**src/rtl/mp_uart_pkg.sv**
```systemverilog
`timescale 1ns/1ps
package mp_uart_pkg;
  localparam int BYTE_W = 8;

  typedef enum logic [1:0] {RX_IDLE, RX_START, RX_BITS, RX_STOP} rx_state_e;

  typedef struct packed {
    logic nine;
    logic rx_en;
    logic mp_en;
  } mode_t;

  localparam logic [1:0] A_DATA  = 2'd0;
  localparam logic [1:0] A_CTRL  = 2'd1;
  localparam logic [1:0] A_SADDR = 2'd2;
  localparam logic [1:0] A_MASK  = 2'd3;

  localparam int B_RXC  = 0;
  localparam int B_TXC  = 1;
  localparam int B_TX9  = 2;
  localparam int B_RX9  = 3;
  localparam int B_ECLR = 4;
  localparam int B_FE   = 5;
  localparam int B_OVR  = 6;
  localparam int B_COL  = 7;
endpackage

```
**src/rtl/mp_uart_match.sv**
```systemverilog
`timescale 1ns/1ps
module mp_uart_match
  import mp_uart_pkg::*;
#(
  parameter int W = BYTE_W
) (
  input  logic [W-1:0] frame,
  input  logic [W-1:0] own,
  input  logic [W-1:0] care,
  output logic         hit
);
  logic masked_eq;
  logic bcast;

  assign masked_eq = ((frame ^ own) & care) == '0;
  assign bcast     = &frame;
  assign hit       = masked_eq | bcast;
endmodule

```
**src/rtl/mp_uart_tx.sv**
```systemverilog
`timescale 1ns/1ps
module mp_uart_tx
  import mp_uart_pkg::*;
#(
  parameter int OSR = 16
) (
  input  logic              clk,
  input  logic              rst_n,
  input  logic              tick,
  input  logic              send_req,
  input  logic              nine_mode,
  input  logic              ninth_bit,
  input  logic [BYTE_W-1:0] din,
  output logic              txd,
  output logic              busy,
  output logic              done,
  output logic              collide
);
  localparam int CW = $clog2(OSR);
  localparam int FW = BYTE_W + 3;
  localparam int IW = $clog2(FW);
  localparam logic [CW-1:0] LAST_TICK = CW'(OSR - 1);

  logic          busy_q, busy_d;
  logic [FW-1:0] sh_q, sh_d;
  logic [CW-1:0] cnt_q, cnt_d;
  logic [IW-1:0] idx_q, idx_d;
  logic [IW-1:0] last_q, last_d;

  always_comb begin
    busy_d = busy_q;
    sh_d   = sh_q;
    cnt_d  = cnt_q;
    idx_d  = idx_q;
    last_d = last_q;
    done   = 1'b0;
    if (!busy_q) begin
      if (send_req) begin
        busy_d = 1'b1;
        cnt_d  = '0;
        idx_d  = '0;
        if (nine_mode) begin
          sh_d   = {1'b1, ninth_bit, din, 1'b0};
          last_d = IW'(FW - 1);
        end else begin
          sh_d   = {2'b11, din, 1'b0};
          last_d = IW'(FW - 2);
        end
      end
    end else if (tick) begin
      if (cnt_q == LAST_TICK) begin
        cnt_d = '0;
        sh_d  = {1'b1, sh_q[FW-1:1]};
        if (idx_q == last_q) begin
          busy_d = 1'b0;
          done   = 1'b1;
        end else begin
          idx_d = idx_q + 1'b1;
        end
      end else begin
        cnt_d = cnt_q + 1'b1;
      end
    end
  end

  always_ff @(posedge clk or negedge rst_n) begin
    if (!rst_n) begin
      busy_q <= 1'b0;
      sh_q   <= '1;
      cnt_q  <= '0;
      idx_q  <= '0;
      last_q <= '0;
    end else begin
      busy_q <= busy_d;
      sh_q   <= sh_d;
      cnt_q  <= cnt_d;
      idx_q  <= idx_d;
      last_q <= last_d;
    end
  end

  assign txd     = busy_q ? sh_q[0] : 1'b1;
  assign busy    = busy_q;
  assign collide = send_req & busy_q;


  start_low_chk: assert property (@(posedge clk) disable iff (!rst_n)
    $rose(busy_q) |-> !txd);


  stop_idle_chk: assert property (@(posedge clk) disable iff (!rst_n)
    done |=> (!busy_q && txd));


  frame_kept_chk: assert property (@(posedge clk) disable iff (!rst_n)
    (busy_q && send_req && !tick) |=> $stable(sh_q));
endmodule

```
**src/rtl/mp_uart_rx.sv**
```systemverilog
`timescale 1ns/1ps
module mp_uart_rx
  import mp_uart_pkg::*;
#(
  parameter int OSR = 16
) (
  input  logic              clk,
  input  logic              rst_n,
  input  logic              tick,
  input  logic              rxd,
  input  logic              enable,
  input  logic              nine_mode,
  output logic              frame_done,
  output logic [BYTE_W-1:0] frame_data,
  output logic              frame_bit9,
  output logic              stop_ok
);
  localparam int CW = $clog2(OSR);
  localparam int SW = BYTE_W + 1;
  localparam int IW = $clog2(SW + 1);
  localparam logic [CW-1:0] MID       = CW'(OSR / 2 - 1);
  localparam logic [CW-1:0] LAST_TICK = CW'(OSR - 1);

  logic [1:0]    sync_q;
  logic          rxs;
  logic          prev_q, prev_d;
  rx_state_e     st_q, st_d;
  logic [CW-1:0] cnt_q, cnt_d;
  logic [IW-1:0] idx_q, idx_d;
  logic [SW-1:0] sh_q, sh_d;
  logic          nine_q, nine_d;
  logic [IW-1:0] last_idx;

  assign rxs      = sync_q[1];
  assign last_idx = nine_q ? IW'(SW - 1) : IW'(SW - 2);

  always_comb begin
    st_d       = st_q;
    cnt_d      = cnt_q;
    idx_d      = idx_q;
    sh_d       = sh_q;
    nine_d     = nine_q;
    prev_d     = tick ? rxs : prev_q;
    frame_done = 1'b0;
    case (st_q)
      RX_IDLE: begin
        if (tick && enable && prev_q && !rxs) begin
          st_d   = RX_START;
          cnt_d  = '0;
          nine_d = nine_mode;
        end
      end
      RX_START: begin
        if (tick) begin
          if (cnt_q == MID) begin
            cnt_d = '0;
            idx_d = '0;
            st_d  = rxs ? RX_IDLE : RX_BITS;
          end else begin
            cnt_d = cnt_q + 1'b1;
          end
        end
      end
      RX_BITS: begin
        if (tick) begin
          if (cnt_q == LAST_TICK) begin
            cnt_d = '0;
            sh_d  = {rxs, sh_q[SW-1:1]};
            if (idx_q == last_idx) begin
              st_d = RX_STOP;
            end else begin
              idx_d = idx_q + 1'b1;
            end
          end else begin
            cnt_d = cnt_q + 1'b1;
          end
        end
      end
      default: begin
        if (tick) begin
          if (cnt_q == LAST_TICK) begin
            frame_done = 1'b1;
            st_d       = RX_IDLE;
          end else begin
            cnt_d = cnt_q + 1'b1;
          end
        end
      end
    endcase
  end

  always_ff @(posedge clk or negedge rst_n) begin
    if (!rst_n) begin
      sync_q <= 2'b11;
      prev_q <= 1'b1;
      st_q   <= RX_IDLE;
      cnt_q  <= '0;
      idx_q  <= '0;
      sh_q   <= '0;
      nine_q <= 1'b0;
    end else begin
      sync_q <= {sync_q[0], rxd};
      prev_q <= prev_d;
      st_q   <= st_d;
      cnt_q  <= cnt_d;
      idx_q  <= idx_d;
      sh_q   <= sh_d;
      nine_q <= nine_d;
    end
  end

  assign frame_data = nine_q ? sh_q[BYTE_W-1:0] : sh_q[SW-1:1];
  assign frame_bit9 = nine_q & sh_q[SW-1];
  assign stop_ok    = rxs;


  start_confirm_chk: assert property (@(posedge clk) disable iff (!rst_n)
    (st_q == RX_BITS && $past(st_q) == RX_START) |-> !$past(rxs));


  done_from_stop_chk: assert property (@(posedge clk) disable iff (!rst_n)
    frame_done |=> st_q == RX_IDLE);
endmodule

```
**src/rtl/mp_uart.sv**
```systemverilog
`timescale 1ns/1ps
module mp_uart
  import mp_uart_pkg::*;
#(
  parameter int OSR = 16
) (
  input  logic              clk,
  input  logic              rst_n,
  input  logic              tick,
  input  logic [1:0]        addr,
  input  logic              wr_en,
  input  logic              rd_en,
  input  logic [BYTE_W-1:0] wdata,
  output logic [BYTE_W-1:0] rdata,
  input  logic              rxd,
  output logic              txd,
  output logic              rx_irq,
  output logic              tx_irq
);
  logic [1:0] rst_pipe_q;
  logic       rst_s_n;

  always_ff @(posedge clk or negedge rst_n) begin
    if (!rst_n) rst_pipe_q <= 2'b00;
    else        rst_pipe_q <= {rst_pipe_q[0], 1'b1};
  end
  assign rst_s_n = rst_pipe_q[1];

  logic wr_data, wr_ctrl, wr_saddr, wr_mask, rd_data;
  assign wr_data  = wr_en & (addr == A_DATA);
  assign wr_ctrl  = wr_en & (addr == A_CTRL);
  assign wr_saddr = wr_en & (addr == A_SADDR);
  assign wr_mask  = wr_en & (addr == A_MASK);
  assign rd_data  = rd_en & (addr == A_DATA);

  mode_t             mode_q, mode_d;
  logic [BYTE_W-1:0] rxbuf_q, rxbuf_d, saddr_q, saddr_d, mask_q, mask_d;
  logic              rx9_q, rx9_d, tx9_q, tx9_d;
  logic              rxc_q, rxc_d, txc_q, txc_d;
  logic              fe_q, fe_d, ovr_q, ovr_d, col_q, col_d;
  logic              unread_q, unread_d, awake_q, awake_d;

  logic              tx_busy, tx_done, tx_collide;
  logic              rx_done, rx_bit9, rx_stop_ok, addr_hit;
  logic [BYTE_W-1:0] rx_data;
  logic              mp_on, accept, err_clr;

  mp_uart_tx #(.OSR(OSR)) u_tx (
    .clk       (clk),
    .rst_n     (rst_s_n),
    .tick      (tick),
    .send_req  (wr_data),
    .nine_mode (mode_q.nine),
    .ninth_bit (tx9_q),
    .din       (wdata),
    .txd       (txd),
    .busy      (tx_busy),
    .done      (tx_done),
    .collide   (tx_collide)
  );

  mp_uart_rx #(.OSR(OSR)) u_rx (
    .clk        (clk),
    .rst_n      (rst_s_n),
    .tick       (tick),
    .rxd        (rxd),
    .enable     (mode_q.rx_en),
    .nine_mode  (mode_q.nine),
    .frame_done (rx_done),
    .frame_data (rx_data),
    .frame_bit9 (rx_bit9),
    .stop_ok    (rx_stop_ok)
  );

  mp_uart_match #(.W(BYTE_W)) u_match (
    .frame (rx_data),
    .own   (saddr_q),
    .care  (mask_q),
    .hit   (addr_hit)
  );

  assign mp_on   = mode_q.mp_en & mode_q.nine;
  assign accept  = rx_done & (~mp_on | (rx_bit9 ? addr_hit : awake_q));
  assign err_clr = wr_ctrl & wdata[B_ECLR];

  always_comb begin
    mode_d   = mode_q;
    rxbuf_d  = rxbuf_q;
    saddr_d  = wr_saddr ? wdata : saddr_q;
    mask_d   = wr_mask  ? wdata : mask_q;
    rx9_d    = rx9_q;
    tx9_d    = tx9_q;
    rxc_d    = rxc_q;
    txc_d    = txc_q;
    fe_d     = fe_q;
    ovr_d    = ovr_q;
    col_d    = col_q;
    unread_d = unread_q;
    awake_d  = mp_on ? awake_q : 1'b0;

    if (wr_ctrl) begin
      tx9_d  = wdata[B_TX9];
      mode_d = '{nine: wdata[B_FE], rx_en: wdata[B_OVR], mp_en: wdata[B_COL]};
      if (wdata[B_RXC]) rxc_d = 1'b0;
      if (wdata[B_TXC]) txc_d = 1'b0;
    end
    if (err_clr) begin
      fe_d  = 1'b0;
      ovr_d = 1'b0;
      col_d = 1'b0;
    end
    if (rd_data) unread_d = 1'b0;

    if (rx_done && mp_on && rx_bit9) awake_d = addr_hit;
    if (rx_done && !rx_stop_ok) fe_d = 1'b1;
    if (accept) begin
      rxbuf_d  = rx_data;
      rx9_d    = rx_bit9;
      rxc_d    = 1'b1;
      unread_d = 1'b1;
      if (unread_q && !rd_data) ovr_d = 1'b1;
    end
    if (tx_collide) col_d = 1'b1;
    if (tx_done)    txc_d = 1'b1;
  end

  always_ff @(posedge clk or negedge rst_s_n) begin
    if (!rst_s_n) begin
      mode_q   <= '0;
      rxbuf_q  <= '0;
      saddr_q  <= '0;
      mask_q   <= '1;
      rx9_q    <= 1'b0;
      tx9_q    <= 1'b0;
      rxc_q    <= 1'b0;
      txc_q    <= 1'b0;
      fe_q     <= 1'b0;
      ovr_q    <= 1'b0;
      col_q    <= 1'b0;
      unread_q <= 1'b0;
      awake_q  <= 1'b0;
    end else begin
      mode_q   <= mode_d;
      rxbuf_q  <= rxbuf_d;
      saddr_q  <= saddr_d;
      mask_q   <= mask_d;
      rx9_q    <= rx9_d;
      tx9_q    <= tx9_d;
      rxc_q    <= rxc_d;
      txc_q    <= txc_d;
      fe_q     <= fe_d;
      ovr_q    <= ovr_d;
      col_q    <= col_d;
      unread_q <= unread_d;
      awake_q  <= awake_d;
    end
  end

  logic [BYTE_W-1:0] ctrl_view;
  always_comb begin
    ctrl_view         = '0;
    ctrl_view[B_RXC]  = rxc_q;
    ctrl_view[B_TXC]  = txc_q;
    ctrl_view[B_TX9]  = tx9_q;
    ctrl_view[B_RX9]  = rx9_q;
    ctrl_view[B_FE]   = fe_q;
    ctrl_view[B_OVR]  = ovr_q;
    ctrl_view[B_COL]  = col_q;
    case (addr)
      A_DATA:  rdata = rxbuf_q;
      A_CTRL:  rdata = ctrl_view;
      A_SADDR: rdata = saddr_q;
      default: rdata = mask_q;
    endcase
  end

  assign rx_irq = rxc_q;
  assign tx_irq = txc_q;


  col_cause_chk: assert property (@(posedge clk) disable iff (!rst_s_n)
    $rose(col_q) |-> $past(wr_en && addr == A_DATA));


  overrun_set_chk: assert property (@(posedge clk) disable iff (!rst_s_n)
    (accept && unread_q && !rd_data) |=> ovr_q);


  fe_sticky_chk: assert property (@(posedge clk) disable iff (!rst_s_n)
    (fe_q && !err_clr) |=> fe_q);


  bcast_wake_chk: assert property (@(posedge clk) disable iff (!rst_s_n)
    (rx_done && mp_on && rx_bit9 && rx_data == 8'hFF) |=> (rxc_q && awake_q));
endmodule

```
**config.mk**
```make
export PLATFORM = sky130hd
export DESIGN_NAME = mp_uart
export DESIGN_NICKNAME = d
export VERILOG_FILES = /design/src/rtl/mp_uart_pkg.sv /design/src/rtl/mp_uart_match.sv /design/src/rtl/mp_uart_tx.sv /design/src/rtl/mp_uart_rx.sv /design/src/rtl/mp_uart.sv
export SDC_FILE = /design/constraint.sdc
export NUM_CORES = 1
export LEC_CHECK = 0
export BUFFER_PORTS_ARGS = -buffer_cell sky130_fd_sc_hd__buf_2
export CAP_MARGIN = 0
export CORE_ASPECT_RATIO = 1.2
export CORE_MARGIN = 1
export CORE_UTILIZATION = 54
export CTS_BUF_LIST = sky130_fd_sc_hd__clkbuf_8
export DETAILED_ROUTE_END_ITERATION = 10
export PLACE_DENSITY = 0.72
export SETUP_SLACK_MARGIN = 0.5
export SYNTH_ARGS = -nofsm -noshare
export SYNTH_HDL_FRONTEND = slang
export SYNTH_SLANG_ARGS = --single-unit
```
**constraint.sdc**
```tcl
create_clock -name clk -period 5.9 [get_ports clk]
set_input_delay 1.475 -clock clk [delete_from_list [all_inputs] [get_ports clk]]
set_output_delay 1.475 -clock clk [all_outputs]
set_load 0.005 [all_outputs]
```
==> impl_metrics.tcl, run 1 <==
set metrics [dict create \
    syn_to_final_growth_pct 8.29 \
    rsz0062_at_grt "false" \
    ys_ff_latch 83 \
    hold_path_class "flop to flop" \
    grt_usage 0.230 \
    numCtsBuffers 9 \
    combPwrFrac 0.214 \
    p_seq_frac 0.533 \
    cts_tree "built" \
    synth_compound_area_frac 0.119 \
    ff_latch_area_sq_um 2110 \
    multi_input_area_sq_um 1980 \
    final_util 0.616 \
    antenna_found_initial 0 \
    post_cts_resized 0 \
    firstDrtPassIters 4 \
    vias_per_cell 5.93 \
    final_cell_mix "61 x dfrtp_1, 39 x nand2_1, 32 x mux2_2" \
    gp_congestion 0.766 \
    synth_top_area_cell "dfrtp_1" \
    start_util 0.569 \
    nNetsFinal 417 \
    yosys.area.top_type_share 0.369 \
    p_clk_frac 0.252 \
    ys_warn_count 0 \
    diodes 0 \
    fp.coreArea_sq_um 7400 \
    rr_worst_depth 6 \
    status "finished clean" \
    synthSimpleGateAreaFrac 0.143 \
    p_sw_frac 0.318 \
    fmax_mhz 250 \
    syn_area_sq_um 4210 \
    synth_nets 396 \
    synth_adder_area_share 0.0119 \
    synth-xor-area-share 0.0312 \
    async_reset_ff_frac 1.00 \
    ios 27 \
    grt_max_degree 82 \
    worstPathArrival_ns 2.53 \
    grt_pass1_wl_microns 13900 \
    max_slew_margin 0.314 \
    die_y_microns 98.7 \
    ys.flop_type "dfrtp_1" \
    worst_path_max_delay_cell "mux4_2" \
    gr-total-overflow 0 \
    cts.sinks 83 \
    synthCells 376 \
    port_buffers 26 \
    slew_violations 0 \
    drt_iter0_drc 146 \
    worstMarginPinSlew_ns 1.03 \
    synth_edf_count 0 \
    period_needed_ns 4.00 \
    synth_top_family_by_area "multiplexers" \
    ys_seq_area_frac 0.500 \
    final_common_cell "dfrtp_1" \
    hold_buffers 0 \
    holdPathStages 0 \
    avgSynthCellArea_sq_um 11.2 \
    rows 34 \
    p_int_mw 1.12 \
    path_clk_slew_ns 0.09 \
    wl_per_cell_microns 16.8 \
    leakagePower_nw 2.05 \
    synthDistinctLibCells 58 \
    hpwl_microns 5790 \
    end_kind "primary output" \
    setup_viol 0 \
    synth_area_leaders "dfrtp_1 37%, dfstp_2 13%, mux2_2 8.6%" \
    clock_path_buffers 2 \
    required_ns 4.43 \
    die_x_microns 82.6 \
    remaining_drc_errors 0 \
    wl_microns 8280 \
    worstSetupPathType "primary input to primary output" \
    grt_pass1_vias 2769 \
    post_cts_buffers 0 \
    nFillCells 626 \
    ant_nets 0 \
    setup-tns-final_ns 0 \
    maxCapViolations 0 \
    ir_drop_mv 0.183 \
    finalHoldViolCount 0 \
    critPathMostFrequentCell "buf_2" \
    cp_max_fo 16 \
    num_vias 2917 \
    synthMuxAreaShare 0.163 \
    powerDensity_nw_per_um2 360 \
    die_area_sq_um 8150 \
    fin_skew_ns 0.0107 \
    period_share 0.678 \
    root_buffer "clkbuf_8" \
    drive_above_1_share 0.291 \
    clk_latency_ns 0.36 \
    power_mw 1.64 \
    worstPathCellList "buf_2, mux4_2, buf_2" \
    cp-start-kind "primary input" \
    slowest_delay_ns 0.57 \
    switchingPower_uw 522 \
    cts-htree-levels 3 \
]
[cells by family (layout without fill, tap and decap cells)]
group,Yosys count,in the layout
AND/OR/NAND/NOR,116,116
flip-flops,83,83
AO/OA/AOI/OAI,77,77
multiplexers,55,55
buffers and inverters,25,51
XOR/XNOR,15,15
adder cells (fa/ha/maj),4,4
other,1,1
[power by group through the flow]
| stage | combinational, mW | clock [mW] | sequential (mW) |
|---|---|---|---|
| 2_1_floorplan | 0.343 | 0 | 0.813 |
| 3_3_place_gp | 0.340 | 0 | 0.880 |
| 3_5_place_dp | 0.353 | 0 | 0.885 |
| 4_1_cts | 0.354 | 0.424 | 0.875 |
| 5_1_grt | 0.402 | 0.448 | 0.899 |
| 6_report | 0.352 | 0.415 | 0.875 |
[through the flow]
| step | std cells | area (sq um) | worst slack (ns) | hold WS (ns) |
|---|---|---|---|---|
| floorplan | 376 | 4210 | 2.00 | 0.331 |
| global placement | 476 | 4360 | 1.89 | 0.343 |
| detailed placement | 476 | 4360 | 1.88 | 0.336 |
| CTS | 492 | 4560 | 1.89 | 0.363 |
| global route | 492 | 4560 | 1.83 | 0.377 |
| finish | 492 | 4560 | 1.90 | 0.362 |
[synthesized netlist by cell type, types with 5 or more instances]
| library cell | count |
|---|---|
| a22oi_1 | 5 |
| nand3_1 | 19 |
| dfrtp_1 | 62 |
| mux2_2 | 32 |
| mux4_2 | 7 |
| xnor2_1 | 6 |
| nand2_1 | 39 |
| nor2_1 | 21 |
| xor2_1 | 9 |
| dfstp_2 | 21 |
| mux2i_1 | 14 |
| o21ai_0 | 18 |
| a21oi_1 | 20 |
| inv_1 | 9 |
| buf_2 | 7 |
[metal layers]
metal / part of all wire / GRT usage
met3: 0.036 / 0.0519
met1: 0.46 / 0.334
met2: 0.49 / 0.345
met4: 0.011 / 0.0690
met5: 0 / 0
[worst max-delay path, delay by kind of cell]
family	cells	cell delay (ns)
buffers and inverters	2	0.48
multiplexers	1	0.57
[worst paths after layout]
| kind | startpoint | endpoint | slack [ns] |
|---|---|---|---|
| max in group asynchronous | rst_pipe_q[1]$_DFF_PN0_ | saddr_q[7]$_DFFE_PN0P_ | 4.72 |
| max | addr[0] | rdata[1] | 1.90 |
| min in group asynchronous | rst_pipe_q[1]$_DFF_PN0_ | rxbuf_q[3]$_DFFE_PN0P_ | 0.51 |
| min | u_rx.sync_q[0]$_DFF_PN1_ | u_rx.sync_q[1]$_DFF_PN1_ | 0.36 |
| max reg2reg | u_tx.busy$_DFF_PN0_ | u_tx.idx_q[3]$_DFFE_PN0P_ | 3.39 |
| min reg2reg | u_rx.sync_q[0]$_DFF_PN1_ | u_rx.sync_q[1]$_DFF_PN1_ | 0.36 |
[area by class of cell]
class | instances | area share
Inverter | 9 | 0.00741
Clock buffer | 9 | 0.0272
Multi-Input combinational cell | 268 | 0.433
Tap cell | 90 | 0.0247
Sequential cell | 83 | 0.462
Timing Repair Buffer | 26 | 0.0285
Clock inverter | 7 | 0.0165
[state kept, by name, summed over array words and instances (netlist names), 2 cells and up]
register     count
u_tx.sh_q       10
u_rx.sh_q        9
mask_q           8
rxbuf_q          8
saddr_q          8
u_rx.cnt_q       4
u_rx.idx_q       4
u_tx.cnt_q       4
u_tx.idx_q       4
mode_q           3
u_tx.last_q      3
rst_pipe_q       2
u_rx.st_q        2
u_rx.sync_q      2
Note: power is estimated with default switching activity, not from simulation.
==> inputs of run 2 (changes only) <==
--- a/config.mk
+++ b/config.mk
@@ -5,6 +5,7 @@
 export SDC_FILE = /design/constraint.sdc
 export NUM_CORES = 1
 export LEC_CHECK = 0
+export ABC_AREA = 1
 export BUFFER_PORTS_ARGS = -buffer_cell sky130_fd_sc_hd__buf_2
 export CAP_MARGIN = 0
 export CORE_ASPECT_RATIO = 1.2
@@ -12,7 +13,7 @@
 export CORE_UTILIZATION = 54
 export CTS_BUF_LIST = sky130_fd_sc_hd__clkbuf_8
 export DETAILED_ROUTE_END_ITERATION = 10
-export PLACE_DENSITY = 0.72
+export PLACE_DENSITY = 0.75
 export SETUP_SLACK_MARGIN = 0.5
 export SYNTH_ARGS = -nofsm -noshare
 export SYNTH_HDL_FRONTEND = slang
==> constraint.sdc (replaced) <==
create_clock -name clk -period 3.3 [get_ports clk]
set_input_delay 0.825 -clock clk [delete_from_list [all_inputs] [get_ports clk]]
set_output_delay 0.825 -clock clk [all_outputs]
set_load 0.005 [all_outputs]
==> run 2 against run 1 <==
Utilization decreased by 0.50 points; register-to-register slack got worse by 2.3 ns; combinational power increased to 2.8 times the previous value; clock skew increased by 0.0043 ns; area after synthesis decreased by 2.6%; cell count increased by 28%; count of clock-buffer cells in the layout unchanged; global-route usage increased by 2.4 points; total power increased by 110%; flip-flop and latch count unchanged.
==> impl_metrics.tcl, run 2 <==
set metrics [dict create \
    fp.coreArea_sq_um 7320 \
    fmax_mhz 389 \
    grt_pass1_vias 3342 \
    cp_max_fo 7 \
    ys.flop_type "dfrtp_1" \
    gp_congestion 0.908 \
    cp-start-kind "primary input" \
    rsz0062_at_grt "false" \
    hold_path_class "primary input to async pin" \
    ys_warn_count 0 \
    grt_pass1_wl_microns 15500 \
    ios 27 \
    num_vias 3423 \
    setup-tns-final_ns 0 \
    nNetsFinal 556 \
    ir_drop_mv 0.552 \
    ant_nets 0 \
    final_common_cell "nand2_1" \
    async_reset_ff_frac 1.00 \
    grt_max_degree 82 \
    cp-startpoint "addr[1]" \
    diodes 0 \
    post_cts_buffers 0 \
    remaining_drc_errors 0 \
    antenna_found_initial 0 \
    finalHoldViolCount 0 \
    drt_iter0_drc 240 \
    numCtsBuffers 9 \
    synth_area_leaders "dfrtp_1 38%, nand2_1 14%, dfstp_2 13%" \
    period_needed_ns 2.57 \
    worst_path_max_delay_cell "inv_1" \
    synth_nets 529 \
    grt_usage 0.254 \
    hpwl_microns 6350 \
    required_ns 2.47 \
    powerDensity_nw_per_um2 755 \
    avgSynthCellArea_sq_um 8.05 \
    vias_per_cell 5.42 \
    clk_latency_ns 0.36 \
    ys_ff_latch 83 \
    clock_path_buffers 2 \
    syn_to_final_growth_pct 9.07 \
    cts.sinks 83 \
    worstPathArrival_ns 1.75 \
    wl_per_cell_microns 13.8 \
    worstPathCellList "buf_2, inv_1, nor2_1, inv_1, o22ai_1, a21oi_1, nand2_1, buf_2" \
    ys_top_cells_by_count "153 x nand2_1, 62 x dfrtp_1, 52 x inv_1" \
    cts-htree-levels 3 \
    firstDrtPassIters 4 \
    wl_microns 8730 \
    worstSetupPathType "primary input to primary output" \
    synthDistinctLibCells 36 \
    end_kind "primary output" \
    yosys.area.top_type_share 0.379 \
    final_cell_mix "153 x nand2_1, 61 x dfrtp_1, 52 x inv_1" \
    cts_tree "built" \
    max_slew_margin 0.332 \
    root_buffer "clkbuf_8" \
    drive_above_1_share 0.168 \
    die_x_microns 81.5 \
    leakagePower_nw 2.22 \
    worstReg2RegStart "u_rx.nine_q$_DFFE_PN0P_" \
    fin_skew_ns 0.0150 \
    die_y_microns 97.4 \
    synth.most_common_cell "nand2_1" \
    regMostFlops "u_tx.sh_q" \
    rows 34 \
    slowest_delay_ns 0.17 \
    port_buffers 26 \
    largest_reg_flops 10 \
    largestRegisters "u_tx.sh_q (10), u_rx.sh_q (9)" \
    setup_viol 0 \
    cp_top_family "buffers and inverters" \
    crit_buf_inv 4 \
    path_clk_slew_ns 0.08 \
    syn_area_sq_um 4100 \
    ys_seq_area_frac 0.513 \
    synthCells 509 \
    slew_violations 0 \
    worstMarginPinSlew_ns 1.00 \
    gr-total-overflow 0 \
    fin_ws_ns 0.729 \
    start_util 0.560 \
    synth_edf_count 0 \
    synth_top_area_cell "dfrtp_1" \
    period_share 0.779 \
    status "finished clean" \
    maxCapViolations 0 \
    pre_cts_ws_ns 0.585 \
    die_area_sq_um 7940 \
]
run 2: cell types whose count changed after synthesis, moves of 13 or more:
cell / change
nor2_1: +15
mux2i_1: -13
inv_1: +43
nand2_1: +114
mux2_2: -32
nand3_1: +19
o21ai_0: +24
run 2: report_power, final:
group	leakage (nW)	switching, mW	internal, mW
clock	0.0868	0.398	0.284
sequential	0.995	0.304	1.39
combinational	1.14	0.608	0.393
run 2: final cells by class:
class | count | area, sq um
clock buffer | 9 | 124
clock inverter | 7 | 58.8
fill | 675 | 2850
inverter | 60 | 225
multi-input combinational | 355 | 1700
sequential | 83 | 2110
tap | 90 | 113
timing repair buffer | 27 | 138
run 2: metrics by stage:
stage / area [sq um] / utilization / total power [mW] / hold slack [ns] / instances
2_1_floorplan: 4100 / - / 2.43 / 0.331 / 509
3_3_place_gp: 4280 / 0.585 / 2.67 / 0.338 / 615
3_5_place_dp: 4280 / 0.585 / 2.70 / 0.340 / 615
4_1_cts: 4470 / 0.610 / 3.39 / 0.231 / 631
5_1_grt: 4470 / 0.611 / 3.66 / 0.221 / 631
6_report: 4470 / 0.611 / 3.38 / 0.238 / 631
run 2: worst register-to-register path, delay by kind of cell (launching register included):
family	cells	cell delay, ns
buf+inv	1	0.20
flops	1	0.69
simple gates	12	1.26
run 2: path summary, 6_finish.rpt:
path | end | slack (ns) | depth (start not counted)
min in group clk | rst_pipe_q[1]$_DFF_PN0_ | 0.36 | 0
min reg2reg | rst_pipe_q[1]$_DFF_PN0_ | 0.36 | 0
min | rst_pipe_q[1]$_DFF_PN0_ | 0.24 | 1
max | rdata[7] | 0.73 | 8
max in group asynchronous | awake_q$_DFFE_PN0P_ | 2.16 | 0
max reg2reg | rx9_q$_DFFE_PN0P_ | 1.05 | 13
run 2: repair_timing:
item | in CTS | in global routing
hold buffers | 0 | 0
setup endpoints to repair | 0 | 4
resized for setup | 0 | 1
endpoints found under the hold margin | 0 | 0
run 2: routing by layer:
metal  up-vias  GRT usage  wire length, microns
met5         -          0                     0
met4         0      0.118                   259
met3        25     0.0366                   270
met2        71      0.395                  4140
li1       1705          -                     -
met1      1622      0.344                  4060
run 2: logic make-up (layout without fill, tap and decap cells):
family,Yosys count,after routing,synth area share
compound gates,87,87,0.121
xor+xnor,5,5,0.0107
fa+ha+maj,4,4,0.0122
buf+inv,71,103,0.0715
flops,83,83,0.513
mux,1,1,0.00244
other cells,1,1,0.000915
simple gates,257,257,0.268
==> inputs of run 3 (changes only) <==
==> constraint.sdc (replaced) <==
create_clock -name clk -period 2.3 [get_ports clk]
set_input_delay 0.575 -clock clk [delete_from_list [all_inputs] [get_ports clk]]
set_output_delay 0.575 -clock clk [all_outputs]
set_load 0.005 [all_outputs]
==> run 3 against run 2 <==
Combinational power is 89% higher; register-to-register slack worse by 0.64 ns; clock skew is 0.0034 ns lower; routed wire length is 16% higher; first-iteration DRC count is 28% higher; count of clock-buffer cells in the layout is 1 higher; critical path type is now flop to flop.
==> impl_metrics.tcl, run 3 (same netlist as run 2, synthesis figures left out) <==
set metrics [dict create \
    status "finished clean" \
    p_seq_frac 0.458 \
    final_cell_mix "129 x nand2_1, 59 x dfrtp_1, 47 x inv_1" \
    leakagePower_nw 2.49 \
    p_int_mw 3.20 \
    drt_iter0_drc 306 \
    ant_nets 0 \
    regMostFlops "u_tx.sh_q" \
    clk_latency_ns 0.36 \
    firstDrtPassIters 5 \
    clock_path_buffers 2 \
    num_vias 3653 \
    gp_congestion 0.924 \
    multi_input_area_sq_um 1920 \
    remaining_drc_errors 0 \
    grt_max_degree 48 \
    fmax_mhz 529 \
    setup-tns-final_ns 0 \
    root_buffer "clkbuf_8" \
    largestRegisters "u_tx.sh_q (10), u_rx.sh_q (9)" \
    slew_violations 0 \
    nNetsFinal 585 \
    port_buffers 26 \
    nFillCells 591 \
    ff_latch_area_sq_um 2110 \
    antenna_found_initial 0 \
    cp-start-kind "flop" \
    die_x_microns 81.5 \
    rsz0062_at_grt "true" \
    period_share 0.822 \
    worstPathArrival_ns 2.19 \
    grt_pass1_vias 3378 \
    p_clk_frac 0.186 \
    powerDensity_nw_per_um2 1060 \
    ios 27 \
    hpwl_microns 6920 \
    finalHoldViolCount 0 \
    wl_per_cell_microns 15.4 \
    diodes 0 \
    grt_pass1_wl_microns 15700 \
    end_kind "flop" \
    start_util 0.560 \
    cts.sinks 83 \
    die_y_microns 97.4 \
    p_sw_frac 0.399 \
    hold_path_class "flop to async pin" \
    power_mw 5.32 \
    setup_viol 0 \
    rows 34 \
    cts-htree-levels 3 \
    grt_usage 0.261 \
    fp.coreArea_sq_um 7320 \
    gr-total-overflow 0 \
    worstSetupPathType "flop to flop" \
    path_clk_slew_ns 0.09 \
    largest_reg_flops 10 \
    drive_above_1_share 0.295 \
    die_area_sq_um 7940 \
    wl_microns 10100 \
    maxCapViolations 0 \
    combPwrFrac 0.356 \
    syn_to_final_growth_pct 22.4 \
    fin_skew_ns 0.0116 \
    final_common_cell "nand2_1" \
    cp_max_fo 7 \
    cts_tree "built" \
    period_needed_ns 1.89 \
    required_ns 2.60 \
    vias_per_cell 5.53 \
    switchingPower_mw 2.12 \
    numCtsBuffers 9 \
    ir_drop_mv 0.611 \
]
[run 3: worst paths after layout]
path | startpoint | to | slack (ns) | cells after the start
min in group clk | rxd | u_rx.sync_q[0]$_DFF_PN1_ | 0.32 | 1
max | u_rx.nine_q$_DFFE_PN0P_ | rxbuf_q[2]$_DFFE_PN0P_ | 0.41 | 14
max in group asynchronous | rst_pipe_q[1]$_DFF_PN0_ | mask_q[2]$_DFFE_PN1P_ | 1.35 | 1
min reg2reg | rst_pipe_q[1]$_DFF_PN0_ | u_rx.cnt_q[2]$_DFFE_PN0P_ | 0.29 | 0
max reg2reg | u_rx.nine_q$_DFFE_PN0P_ | rxbuf_q[2]$_DFFE_PN0P_ | 0.41 | 14
min | rst_pipe_q[1]$_DFF_PN0_ | u_rx.cnt_q[2]$_DFFE_PN0P_ | 0.29 | 0
[run 3: through the flow]
stage | utilization | hold slack [ns] | setup slack, ns | cells | instance area, sq um
2_1_floorplan | - | 0.279 | 0.619 | 509 | 4100
3_3_place_gp | 0.594 | 0.294 | 0.331 | 622 | 4350
3_5_place_dp | 0.594 | 0.299 | 0.279 | 622 | 4350
4_1_cts | 0.640 | 0.308 | 0.458 | 644 | 4680
5_1_grt | 0.685 | 0.298 | 0.359 | 660 | 5010
6_report | 0.685 | 0.290 | 0.408 | 660 | 5010
[run 3: area by class of cell]
cell class / instances / area share
Sequential cell: 83 / 0.421
Multi-Input combinational cell: 356 / 0.383
Timing Repair Buffer: 54 / 0.0871
Inverter: 60 / 0.0484
Clock buffer: 10 / 0.0275
Tap cell: 90 / 0.0225
Clock inverter: 6 / 0.00898
Timing Repair inverter: 1 / 0.00150
[run 3: power by group through the flow]
stage	Clock, mW	Combinational (mW)	Sequential, mW
2_1_floorplan	0	1.19	2.30
5_1_grt	1.07	2.12	2.49
4_1_cts	1.00	1.61	2.39
6_report	0.991	1.89	2.44
3_3_place_gp	0	1.46	2.39
3_5_place_dp	0	1.53	2.41
[run 3: timing repair]
action                                  4_1_cts  5_1_grt
hold buffers                                  1        0
endpoints found under the hold margin         2        0
pin swaps                                     5       20
gates resized for setup                      35       51
buffers inserted                              4       14
endpoints found under the setup margin       33       43
cloned                                        1        2
[run 3: metal layers]
metal | wire length, microns | vias to the layer above | GRT usage
met5 | 0 | - | 0
met4 | 226 | 0 | 0.124
met3 | 405 | 24 | 0.0376
met2 | 5110 | 108 | 0.411
met1 | 4400 | 1756 | 0.348
li1 | - | 1765 | -
[run 3: worst max-delay path, cell delays in order, from the launching register on]
cell	delay (ns)
dfrtp_2	0.44
buf_12	0.14
buf_4	0.15
nand2_4	0.07
nand3_1	0.11
nand3_1	0.11
nand2_1	0.06
nor2_1	0.13
nand2_1	0.06
nand2_1	0.09
nand2_2	0.07
nand2_4	0.10
buf_6	0.14
nand3_1	0.09
nand2_1	0.07
